## src/rtl/rhv_pkg.sv

```systemverilog
package rhv_pkg;
  localparam int MASK_W_DEF   = 64;
  localparam int HDR_BYTES_DEF = 48;
  localparam int ALIGN_W_DEF  = 6;
  localparam int PRIV_W_DEF   = 2;

  // fault cause slots
  localparam int FC_NOFMT   = 0;
  localparam int FC_COMP_EN = 1;
  localparam int FC_PRES    = 2;
  localparam int FC_HDR     = 3;
  localparam int FC_ALIGN   = 4;
  localparam int FC_PRIV    = 5;
  localparam int FC_COUNT   = 6;
endpackage

```

## src/rtl/rhv_mask_calc.sv

```systemverilog
module rhv_mask_calc #(
  parameter int MASK_W = rhv_pkg::MASK_W_DEF
) (
  input  logic [MASK_W-1:0] mask_i,
  input  logic [MASK_W-1:0] en_user_i,
  input  logic [MASK_W-1:0] en_sup_i,
  input  logic [MASK_W-1:0] comp_i,
  input  logic [MASK_W-1:0] present_i,
  output logic [MASK_W-1:0] rfbm_o,
  output logic [MASK_W-1:0] restore_o,
  output logic [MASK_W-1:0] init_o
);
  localparam logic [MASK_W-1:0] FMT_KEEP = {1'b0, {(MASK_W-1){1'b1}}};

  logic [MASK_W-1:0] fmt;

  always_comb begin
    fmt       = comp_i & FMT_KEEP;
    rfbm_o    = mask_i & (en_user_i | en_sup_i);
    restore_o = fmt & rfbm_o & present_i;
    init_o    = (rfbm_o & ~present_i) | (rfbm_o & ~fmt);
  end
endmodule

```

## src/rtl/rhv_fault_check.sv

```systemverilog
module rhv_fault_check #(
  parameter int MASK_W    = rhv_pkg::MASK_W_DEF,
  parameter int HDR_BYTES = rhv_pkg::HDR_BYTES_DEF,
  parameter int ALIGN_W   = rhv_pkg::ALIGN_W_DEF,
  parameter int PRIV_W    = rhv_pkg::PRIV_W_DEF
) (
  input  logic [MASK_W-1:0]      en_user_i,
  input  logic [MASK_W-1:0]      en_sup_i,
  input  logic [MASK_W-1:0]      comp_i,
  input  logic [MASK_W-1:0]      present_i,
  input  logic [HDR_BYTES*8-1:0] hdr_rest_i,
  input  logic [PRIV_W-1:0]      priv_i,
  input  logic [ALIGN_W-1:0]     addr_lo_i,
  output logic                   fault_o
);
  import rhv_pkg::*;

  logic [HDR_BYTES-1:0] byte_nz;
  logic [FC_COUNT-1:0]  cause;
  logic [MASK_W-2:0]    en_or_lo;

  for (genvar b = 0; b < HDR_BYTES; b++) begin : g_byte
    assign byte_nz[b] = |hdr_rest_i[b*8 +: 8];
  end

  always_comb begin
    en_or_lo           = en_user_i[MASK_W-2:0] | en_sup_i[MASK_W-2:0];
    cause              = '0;
    cause[FC_NOFMT]    = ~comp_i[MASK_W-1];
    cause[FC_COMP_EN]  = |(comp_i[MASK_W-2:0] & ~en_or_lo);
    cause[FC_PRES]     = |(present_i & ~comp_i);
    cause[FC_HDR]      = |byte_nz;
    cause[FC_ALIGN]    = |addr_lo_i;
    cause[FC_PRIV]     = |priv_i;
    fault_o            = |cause;
  end
endmodule

```

## src/rtl/restore_hdr_validator.sv

```systemverilog
module restore_hdr_validator #(
  parameter int MASK_W    = rhv_pkg::MASK_W_DEF,
  parameter int HDR_BYTES = rhv_pkg::HDR_BYTES_DEF,
  parameter int ALIGN_W   = rhv_pkg::ALIGN_W_DEF,
  parameter int PRIV_W    = rhv_pkg::PRIV_W_DEF
) (
  input  logic                   clk_i,
  input  logic                   rst_ni,
  input  logic                   start_i,
  input  logic [MASK_W-1:0]      mask_i,
  input  logic [MASK_W-1:0]      en_user_i,
  input  logic [MASK_W-1:0]      en_sup_i,
  input  logic [MASK_W-1:0]      comp_i,
  input  logic [MASK_W-1:0]      present_i,
  input  logic [HDR_BYTES*8-1:0] hdr_rest_i,
  input  logic [PRIV_W-1:0]      priv_i,
  input  logic [ALIGN_W-1:0]     addr_lo_i,
  output logic                   done_o,
  output logic                   fault_o,
  output logic [MASK_W-1:0]      rfbm_o,
  output logic [MASK_W-1:0]      restore_o,
  output logic [MASK_W-1:0]      init_o
);
  logic [MASK_W-1:0] rfbm_c, restore_c, init_c;
  logic              fault_c;

  rhv_mask_calc #(.MASK_W(MASK_W)) u_mask (
    .mask_i   (mask_i),
    .en_user_i(en_user_i),
    .en_sup_i (en_sup_i),
    .comp_i   (comp_i),
    .present_i(present_i),
    .rfbm_o   (rfbm_c),
    .restore_o(restore_c),
    .init_o   (init_c)
  );

  rhv_fault_check #(
    .MASK_W(MASK_W), .HDR_BYTES(HDR_BYTES), .ALIGN_W(ALIGN_W), .PRIV_W(PRIV_W)
  ) u_fault (
    .en_user_i (en_user_i),
    .en_sup_i  (en_sup_i),
    .comp_i    (comp_i),
    .present_i (present_i),
    .hdr_rest_i(hdr_rest_i),
    .priv_i    (priv_i),
    .addr_lo_i (addr_lo_i),
    .fault_o   (fault_c)
  );

  always_ff @(posedge clk_i or negedge rst_ni) begin
    if (!rst_ni) begin
      done_o    <= 1'b0;
      fault_o   <= 1'b0;
      rfbm_o    <= '0;
      restore_o <= '0;
      init_o    <= '0;
    end else begin
      done_o <= start_i;
      if (start_i) begin
        fault_o   <= fault_c;
        rfbm_o    <= rfbm_c;
        // a faulting request loads and initializes nothing
        restore_o <= fault_c ? '0 : restore_c;
        init_o    <= fault_c ? '0 : init_c;
      end
    end
  end
endmodule

```

## config.mk

```make
export PLATFORM = sky130hd
export DESIGN_NAME = restore_hdr_validator
export DESIGN_NICKNAME = d
export VERILOG_FILES = /design/src/rtl/rhv_pkg.sv /design/src/rtl/rhv_mask_calc.sv /design/src/rtl/rhv_fault_check.sv /design/src/rtl/restore_hdr_validator.sv
export SDC_FILE = /design/constraint.sdc
export NUM_CORES = 1
export LEC_CHECK = 0
export CORE_AREA = 10 10 343 345
export DETAILED_ROUTE_END_ITERATION = 8
export DIE_AREA = 0 0 353 355
export DONT_BUFFER_PORTS = 1
export GPL_TIMING_DRIVEN = 0
export PLACE_DENSITY = 0.32
export SLEW_MARGIN = 20
export SYNTH_ARGS = -nofsm -noshare
export SYNTH_HDL_FRONTEND = slang
export SYNTH_SLANG_ARGS = --single-unit
```

## constraint.sdc

```tcl
create_clock -name clk_i -period 1.27 [get_ports clk_i]
set_input_delay 0 -clock clk_i [delete_from_list [all_inputs] [get_ports clk_i]]
set_output_delay 0 -clock clk_i [all_outputs]
set_load 0.05 [all_outputs]
```

==> out/results.tsv <==
stage	metric	value	unit
pwr	sequential share of power	45.7	%
floorplanning	Core Area	0.110	sq mm
pwr	Internal Dissipation	10200	uW
sta	unrepaired setup endpoints after global routing	yes	
place	RePlAce Congestion	0.852	
synthesis	Syn Nets	2097	
worst_setup_path	Worst Path Buf+Inv	2	
grt	first-pass GRT wire length	169	mm
sta	setup TNS	-71.43	ns
sta	final period utilization	152	%
worst_setup_path	cells on worst reg2reg path	2	
worst_setup_path	CP max FO	6	
grt	Global Route Usage Sum	20.4	%
cts	# clock sinks	193	
worst_setup_path	WS Path Type	input port to flip-flop	
pwr	Net Switching	5720	uW
cts	htree depth	4	
pwr	clock power share	37.6	%
floorplanning	die area	0.125	sq mm
floorplanning	number of I/O pins	909	
outcome	failing checks	negative hold slack, negative setup slack	
grt	largest net degree at the start of global routing	194	
sta	fmax	517	MHz
sta	Final Hold Viols	205	
pwr	total power	16000	uW
sta	clock skew	0	ns
finish	area delta synth->final	71.5	%
floorplanning	Die Ht	355	microns
worst_setup_path	worst-path cell chain	nor4_4 > nand4_1 > or4_4 > nor3_2 > nand4_1 > buf_6 > clkbuf_16 > o41a_1	
floorplanning	Die Span X	353	microns
worst_setup_path	CP top delay family	simple AND/OR/NAND/NOR gates	
cts	Max Root-Sink Buffers	2	
synthesis	syn avg cell area	8.42	sq um
worst_setup_path	worst path arrival time	2.33	ns
synthesis	Ys Warns	0	
pwr	VDD IR-drop max	0.000601	V
drt	routed length per instance	42.1	microns
cts	latest clock arrival within the worst-skew pair	0.51	ns
worst_setup_path	Slowest-stage cell, CP	or4_4	
drt	DRT Wirelength	135	mm
grt	vias in the first global route	14700	
sta	Final setup violation count	129	
worst_setup_path	Worst setup SP type	input port	
pwr	switch share	35.8	%
pwr	Pleak	0.00729	uW
cts	root buffer cell	clkbuf_16	
finish	Final Cell Area	0.0199	sq mm
synthesis	synthesized cell area	0.0116	sq mm
synthesis	synthesized flop and latch total	193	
worst_setup_path	Crit path largest cell delay	0.57	ns
cts	CTS Buf Count	17	
sta	Slew HR	22.8	%
finish	Nets	2395	
synthesis	distinct cell type count after synthesis	37	
cts	Worst-path clk slew	0.08	ns
floorplanning	initial core utilization	10.5	%
worst_setup_path	Crit path top cell by count	nand4_1	
worst_setup_path	FF-to-FF End	fault_o$_DFFE_PN0P_	
pwr	Logic pwr share	16.6	%
drt	DRC viols	0	
synthesis	Post-Syn Instances	1382	
synthesis	sequential element share of the synthesized area	41.5	%
drt	DR pass1 iterations	5	
finish	share of cells above drive strength 1	27.9	%
drt	initial DRC count	1167	
worst_setup_path	worst reg2reg setup slack	0.07	ns
drt	Routed Antenna Nets	0	
place	post-placement cell area	0.0138	sq mm
pwr	pwr dens	800	mW/mm^2
job	max-cap violations	0	
cts	CTS tree	done	
place	dpl hpwl	109	mm
sta	Slew Viols, Final	0	
sta	Hold Worst Slack	-0.811	ns
drt	Vias/cell	4.53	
grt	initial antenna violation count	38	
outcome	status	finished with violations	
sta	crit path time final	1.93	ns
grt	total grt overflow	0	
drt	vias	14500	
min_path	min-delay worst type	input port to asynchronous set/reset pin	
floorplanning	# rows	122	
sta	worst slew pin tran	1.16	ns
worst_setup_path	Crit path required time	1.66	ns
place	IO Port Bufs	0	
worst_setup_path	Worst R2R Start	fault_o$_DFFE_PN0P_	
sta	Setup WS post-layout	-0.664	ns
worst_setup_path	Setup crit end kind	flip-flop	
cell usage after synthesis:
cell type    n  area share, %
nor2b_1     12           0.65
o211ai_1     1          0.065
or2_2        2           0.11
or3_1        1          0.054
a21o_1      63            4.1
clkbuf_1    81            2.6
a2111oi_2    1           0.13
a222oi_1     1          0.086
a21oi_1      1          0.043
nor3_1       3           0.13
o41a_1       1          0.097
nand2_1    177            5.7
a2111oi_0    9           0.68
and4b_1      1          0.086
o31ai_1      1          0.065
and4_1       2           0.15
nand2b_1    21            1.1
o211a_1     18            1.5
dfrtp_1    193             42
o21ai_0      1          0.043
buf_1        6           0.19
buf_6        6           0.58
or4_1        5           0.32
or2_0        1          0.054
o2111ai_1    7           0.53
buf_4        3           0.19
nor4_1     226             12
conb_1       1          0.032
nor2_1      97            3.1
buf_2       16           0.69
nor3b_1     15           0.97
o2bb2ai_1  126            9.5
inv_1       33            1.1
nand4_1     28            1.5
a22oi_1     23            1.5
nand3_1    193            8.3
o22ai_1      6           0.32
cell type report:
cell class / instances / area [sq um]
Fill cell: 12200 / 90400
Multi-Input combinational cell: 1044 / 8240
Sequential cell: 193 / 4910
Timing Repair Buffer: 280 / 3100
Tap cell: 1488 / 1860
Buffer: 111 / 1050
Clock buffer: 19 / 453
Clock inverter: 13 / 141
Inverter: 33 / 124
Antenna cell: 30 / 75.1
stage by stage:
step / hold slack [ns] / util, % / setup slack (ns) / cells
finish: -0.811 / 18.1 / -0.664 / 3211
global route: -0.843 / 18.0 / -0.713 / 3197
CTS: -0.864 / 17.2 / -0.682 / 3179
detailed placement: -0.288 / 12.5 / -2.22 / 2879
global placement: -0.287 / 12.3 / -4.34 / 2870
floorplan: -0.296 / - / -0.535 / 1382
worst reg2reg max path: cells and delay by family, from the launching register on:
family           cells  cell delay, ns
AO/OA/AOI/OAI        1            0.12
flip-flops           1            0.59
AND/OR/NAND/NOR      1            0.37
layout by cell type (no fill, tap or decap), drive strengths merged, types with 15 or more instances in the layout:
master	n
a22oi	23
nand2	177
o211a	18
o2bb2ai	126
diode	30
dfrtp	193
clkbuf	94
dlygate4sd3	240
nor3b	15
a21o	63
nor2	97
buf	75
nand2b	21
inv	39
nand3	193
nand4	28
nor4	226
layer usage:
layer | GRT usage (%) | share of wire [%] | vias to the layer above
li1 | - | - | 5956
met4 | 5.97 | 2.4 | 14
met1 | 22.5 | 37 | 7465
met5 | 0 | 0.067 | -
met3 | 6.00 | 7.8 | 137
met2 | 37.6 | 53 | 972
sequential cells by signal (all words and copies together) (netlist names):
signal	count
done_o	1
fault_o	1
init_o	64
restore_o	63
rfbm_o	64
power by group through the flow:
stage	combinational, uW	sequential [uW]	clock, uW
2_1_floorplan	785	7240	0
3_3_place_gp	1630	7430	0
3_5_place_dp	1690	7430	0
4_1_cts	2620	7320	6220
5_1_grt	2790	7310	6360
6_report	2650	7300	6010
worst max-delay path by stage:
stage                             end  depth (start not counted)  slack, ns             from
5_1_grt           fault_o$_DFFE_PN0P_                          9      -0.71       comp_i[14]
3_5_place_dp   init_o[62]$_DFFE_PN0P_                          7      -2.22    present_i[20]
4_1_cts           fault_o$_DFFE_PN0P_                         10      -0.68        comp_i[3]
2_1_floorplan     fault_o$_DFFE_PN0P_                          6      -0.54   hdr_rest_i[61]
6_report          fault_o$_DFFE_PN0P_                          8      -0.66  hdr_rest_i[355]
3_3_place_gp   init_o[33]$_DFFE_PN0P_                          8      -4.34     en_sup_i[43]
what timing repair did:
item / in CTS / in global routing
hold buffers: 239 / 1
pin swaps: 64 / 24
resized for setup: 374 / 161
setup buffers: 15 / 1
gates cloned: 16 / 0
endpoints found under the hold margin: 383 / 205
setup endpoints to repair: 255 / 144
cells by family (layout without fill, tap and decap cells):
logic type / after synthesis / in the layout / share of synthesized area [%]
buffers and inverters: 145 / 456 / 5.34
AOI/OAI and AO/OA: 259 / 259 / 18.6
DFF: 193 / 193 / 41.5
and+or+nand+nor: 784 / 784 / 34.5
other: 1 / 31 / 0.0322
No activity file was read; power rests on OpenSTA's default activity.
